### src/rtl/uid_pkg.sv
package uid_pkg;
    localparam int unsigned REG_W       = 32;
    localparam int unsigned WIN_AW      = 10;
    localparam int unsigned WFLAG_BIT   = 1;
    localparam logic [REG_W-1:0] OP_MASK = 32'h0000_AC00;
    localparam int unsigned IDX_LSB     = 16;
    localparam int unsigned IDX_W       = 16;

    typedef struct packed {
        logic [REG_W-1:0] ctrl;
        logic [REG_W-1:0] key;
    } uid_regs_t;
endpackage

### src/rtl/uid_regdec.sv
module uid_regdec #(
    parameter int unsigned AW       = 10,
    parameter int unsigned CTRL_OFF = 'h40,
    parameter int unsigned KEY_OFF  = 'h60
) (
    input  logic [AW-1:0] addr_i,
    output logic          sel_ctrl_o,
    output logic          sel_key_o
);
    localparam logic [AW-1:0] CTRL_A = AW'(CTRL_OFF);
    localparam logic [AW-1:0] KEY_A  = AW'(KEY_OFF);

    logic aligned;

    always_comb begin
        aligned    = (addr_i[1:0] == 2'b00);
        sel_ctrl_o = aligned && (addr_i == CTRL_A);
        sel_key_o  = aligned && (addr_i == KEY_A);
    end
endmodule

### src/rtl/uid_key_gather.sv
module uid_key_gather #(
    parameter int unsigned ID_BYTES = 16,
    parameter int unsigned KEY_BYTES = 4,
    parameter int unsigned IDX_W = 16
) (
    input  logic [8*ID_BYTES-1:0]  uid_i,
    input  logic [IDX_W-1:0]       idx_i,
    output logic                   idx_ok_o,
    output logic [8*KEY_BYTES-1:0] key_o
);
    localparam int unsigned SEL_W = (ID_BYTES > 1) ? $clog2(ID_BYTES) : 1;
    localparam int unsigned POS_W = IDX_W + 1;

    assign idx_ok_o = ({1'b0, idx_i} < POS_W'(ID_BYTES));

    for (genvar k = 0; k < KEY_BYTES; k++) begin : g_lane
        logic [POS_W-1:0] pos;
        logic             in_range;
        logic [SEL_W-1:0] sel;
        always_comb begin
            pos      = {1'b0, idx_i} + POS_W'(k);
            in_range = (pos < POS_W'(ID_BYTES));
            sel      = pos[SEL_W-1:0];
            key_o[8*k +: 8] = in_range ? uid_i[{sel, 3'b000} +: 8] : 8'h00;
        end
    end
endmodule

### src/rtl/uid_readout.sv
module uid_readout
    import uid_pkg::*;
#(
    parameter int unsigned ID_BYTES = 16,
    parameter int unsigned CTRL_OFF = 'h40,
    parameter int unsigned KEY_OFF  = 'h60
) (
    input  logic                  clk,
    input  logic                  rst,
    input  logic [WIN_AW-1:0]     addr_i,
    input  logic                  wr_en_i,
    input  logic [REG_W-1:0]      wr_data_i,
    input  logic                  rd_en_i,
    output logic [REG_W-1:0]      rd_data_o,
    input  logic [8*ID_BYTES-1:0] uid_i
);
    localparam int unsigned KEY_BYTES = REG_W / 8;

    uid_regs_t regs_d, regs_q;

    logic             sel_ctrl, sel_key;
    logic             idx_ok;
    logic [REG_W-1:0] gathered;
    logic             trig;

    uid_regdec #(
        .AW       (WIN_AW),
        .CTRL_OFF (CTRL_OFF),
        .KEY_OFF  (KEY_OFF)
    ) u_dec (
        .addr_i     (addr_i),
        .sel_ctrl_o (sel_ctrl),
        .sel_key_o  (sel_key)
    );

    uid_key_gather #(
        .ID_BYTES  (ID_BYTES),
        .KEY_BYTES (KEY_BYTES),
        .IDX_W     (IDX_W)
    ) u_gather (
        .uid_i    (uid_i),
        .idx_i    (wr_data_i[IDX_LSB +: IDX_W]),
        .idx_ok_o (idx_ok),
        .key_o    (gathered)
    );

    always_comb begin
        regs_d = regs_q;
        trig   = wr_data_i[WFLAG_BIT] && ((wr_data_i & OP_MASK) != '0);
        if (wr_en_i && sel_ctrl) begin
            regs_d.ctrl = wr_data_i;
            regs_d.ctrl[WFLAG_BIT] = 1'b0;
            if (trig && idx_ok) begin
                regs_d.key = gathered;
            end
        end
    end

    always_ff @(posedge clk) begin
        if (rst) begin
            regs_q <= '0;
        end else begin
            regs_q <= regs_d;
        end
    end

    always_comb begin
        rd_data_o = '0;
        if (rd_en_i) begin
            if (sel_ctrl) begin
                rd_data_o = regs_q.ctrl;
            end else if (sel_key) begin
                rd_data_o = regs_q.key;
            end
        end
    end

    // the flag bit never appears on a control readback
    p_flag_hidden_r2: assert property (@(posedge clk) disable iff (rst)
        (rd_en_i && sel_ctrl) |-> (rd_data_o[WFLAG_BIT] == 1'b0));

    // without a qualifying control write the key holds
    p_key_hold_r6: assert property (@(posedge clk) disable iff (rst)
        !(wr_en_i && sel_ctrl && wr_data_i[WFLAG_BIT] && ((wr_data_i & OP_MASK) != '0))
        |=> $stable(regs_q.key));

    // writes that miss the control offset leave the control register alone
    p_ctrl_hold_r7: assert property (@(posedge clk) disable iff (rst)
        !(wr_en_i && sel_ctrl) |=> $stable(regs_q.ctrl));

    // one cycle after reset both registers read as zero
    p_reset_clear_r8: assert property (@(posedge clk)
        $past(rst) |-> (regs_q.ctrl == '0 && regs_q.key == '0));

    // idle read bus is zero
    p_idle_bus_r1: assert property (@(posedge clk) disable iff (rst)
        !rd_en_i |-> (rd_data_o == '0));

    // a lane past the end of the identifier loads zero
    p_tail_zero_r5: assert property (@(posedge clk) disable iff (rst)
        (wr_en_i && sel_ctrl && idx_ok && wr_data_i[WFLAG_BIT]
         && ((wr_data_i & OP_MASK) != '0)
         && (wr_data_i[IDX_LSB +: IDX_W] == 16'(ID_BYTES - 1)))
        |=> (regs_q.key[REG_W-1:8] == '0));
endmodule

### config.mk
export PLATFORM = sky130hd
export DESIGN_NAME = uid_readout
export DESIGN_NICKNAME = d
export VERILOG_FILES = /design/src/rtl/uid_pkg.sv /design/src/rtl/uid_regdec.sv /design/src/rtl/uid_key_gather.sv /design/src/rtl/uid_readout.sv
export SDC_FILE = /design/constraint.sdc
export NUM_CORES = 1
export LEC_CHECK = 0
export BUFFER_PORTS_ARGS = -buffer_cell sky130_fd_sc_hd__buf_2
export CORE_MARGIN = 2
export CORE_UTILIZATION = 54
export CTS_CLUSTER_DIAMETER = 200
export CTS_CLUSTER_SIZE = 8
export DETAILED_ROUTE_END_ITERATION = 6
export PLACE_DENSITY = 0.9
export SYNTH_ARGS = -nofsm -noshare
export SYNTH_HDL_FRONTEND = slang
export SYNTH_SLANG_ARGS = --single-unit
### constraint.sdc
create_clock -name clk -period 3.5 [get_ports clk]
set_clock_uncertainty 0.1 [all_clocks]
set_input_delay 0.35 -clock clk [delete_from_list [all_inputs] [get_ports clk]]
set_output_delay 0.35 -clock clk [all_outputs]
set_load 0.1 [all_outputs]
==> metrics.csv <==
metric,value,unit
grt_pass1_wl,33.4,mm
setup_tns,0,ps
synth.area.mux_share,54.5,%
ir_drop,0.292,mV
hold_class,input pin to flop,
die_x,117,microns
startpoint,wr_data_i[16],
clk_latency,320,ps
synthAdderAreaFrac,0.732,%
synth_top_area_cell,mux4_2,
cts_max_level,3,
yosysTopAreaCellShare,47.7,%
setup_violations,0,
grt_max_degree,79,
syn-num-nets,769,
cts_made_buffers,9,
synth_top_family_by_area,multiplexers,
hold_violations,0,
vias,6534,
status,completed,
rr_startpoint,regs_q[8]$_SDFFE_PP0P_,
path_max_fanout,36,
routed_wl,22.3,mm
area_growth,25.3,%
drv_slew,0,
syn_area_per_cell,11.6,sq um
endpoint_kind,flop,
r2r_end,regs_q[8]$_SDFFE_PP0P_,
drc,0,
synth_xor_area_share,0.750,%
synth_area_leaders,"mux4_2, dfxtp_1, mux2i_1",
power_per_cell_area,306,mW/mm^2
seq_area_frac_synth,18.4,%
cts_buffer_depth,2,
worstSetupPathType,input pin to flop,
clk_pin_slew_worst_paths,50,ps
largest_reg_flops,63,
via_per_inst,6.91,
grt_overflow,0,
antenna_found_initial,1,
synth_top_flop_cell,dfxtp_1,
arrival,2770,ps
wl_per_cell,23.5,microns
fp.dieArea,0.0136,sq mm
synthCells,591,
cts.sinks,63,
layout_setup_ws,889,ps
hold_buffers,0,
rsz0062_at_grt,false,
crit_end,regs_q[8]$_SDFFE_PP0P_,
initial_utilization,54.6,%
fmax,0.383,GHz
drive_gt1_share,51.2,%
num_rows,41,
die_y,117,microns
slew_headroom,54.6,%
post_cts_buffers,0,
hpwlAfterDp,16.9,mm
top_regs,regs_q x63,
fin_util,68.5,%
postCtsResizedCells,0,
rr_worst_depth,1,
ioPinCount,206,
drt_iter0_markers,846,
cts_tree,done,
postLayoutCellArea,0.00857,sq mm
holdWs,176,ps
fin_crit_sh,74.6,%
grt_usage,32.8,%
synth_edf_count,0,
start_kind,input pin,
synth_compound_area_share,9.49,%
maxCapViolCount,0,
syn_area,0.00684,sq mm
placed_cell_area,0.00822,sq mm
worst-r2r-setup-slack,2700,ps
first_pass_iters,7,
worst_pin_slew,682,ps
min_period,2610,ps
cp.required,3660,ps
gp_congestion,0.946,
p_leak,3.27,nW
ant_nets,0,
coreArea,0.0125,sq mm
yosysUniqueCellTypes,40,
yosys_register_bits,63,
yosys.area_share.simple,11.4,%
grt_pass1_vias,6161,
dp_slack,591,ps
portBuffers,205,
ys_async_sr_fraction,0,%
yosys_warnings,0,
regMostFlops,regs_q,
final_nets,945,
root_buffer,clkbuf_16,
logic make-up after synthesis:
logic type / count (synthesis)
multiplexers: 191
adder cells (fa/ha/maj): 4
flip-flops: 63
AO/OA/AOI/OAI: 97
AND/OR/NAND/NOR: 166
XOR/XNOR: 5
buffers and inverters: 65
critical path, cell delays in order:
cell and delay (ps):
buf_6 230, buf_4 530, ha_1 330, nand4_1 120, or4bb_1 550, a31oi_4 440
a22o_1 210
metal layers:
layer | global-route usage [%] | wire, microns
met1 | 43.6 | 7990
met2 | 52.9 | 10700
met3 | 7.68 | 2800
met4 | 12.2 | 821
met5 | 0 | 0
synthesized netlist by cell type, types with 3 or more instances:
cell        n
ha_1        4
a211oi_1   15
mux4_2    145
nand3_1    12
nor2b_1    16
clkbuf_1   19
buf_4       5
nor3_1      3
mux2i_1    46
nand2_1    83
a22o_1     24
nor2_1     34
buf_2      25
o21ai_0     3
inv_1       3
nand4_1     5
a21oi_1    49
dfxtp_1    63
buf_1       9
buf_6       4
power by group:
group,internal (W),total (W),switching [W]
clock network,0.000716,0.00103,0.000309
registers,0.000718,0.000718,0.0000000621
logic,0.000475,0.000882,0.000408
total,0.00191,0.00263,0.000717
worst min path at each step:
stage / from / depth (start not counted) / slack, ps / endpoint
6_report: wr_data_i[4] / 3 / 180 / regs_q[36]$_SDFFE_PP0P_
5_1_grt: wr_data_i[4] / 3 / 180 / regs_q[36]$_SDFFE_PP0P_
4_1_cts: wr_data_i[4] / 3 / 170 / regs_q[36]$_SDFFE_PP0P_
3_5_place_dp: regs_q[17]$_SDFFE_PP0P_ / 2 / 340 / regs_q[17]$_SDFFE_PP0P_
3_3_place_gp: regs_q[16]$_SDFFE_PP0P_ / 2 / 330 / regs_q[16]$_SDFFE_PP0P_
2_1_floorplan: regs_q[16]$_SDFFE_PP0P_ / 2 / 320 / regs_q[16]$_SDFFE_PP0P_
stage by stage:
stage,cells,total power (W)
2_1_floorplan,591,0.00132
3_3_place_gp,928,0.00157
3_5_place_dp,928,0.00160
4_1_cts,944,0.00262
5_1_grt,945,0.00271
6_report,946,0.00263
cells in the final DEF (no fill, tap or decap), drive strengths merged, types with 12 or more instances in the layout:
master	instances
nor2b	16
nand3	12
a21oi	50
dfxtp	63
nor2	34
mux2i	46
clkbuf	13
a22o	24
buf	227
mux4	145
a211oi	15
nand2	83
final cells by class:
type                            count  area [sq um]
Clock inverter                      3          90.1
Inverter                            3          11.3
Multi-Input combinational cell    463          5270
Tap cell                          172           215
Fill cell                         878          3950
Antenna cell                        2          5.00
Timing Repair Buffer              227          1460
Clock buffer                       13           250
Sequential cell                    63          1260
(Power assumes the default switching activity.)
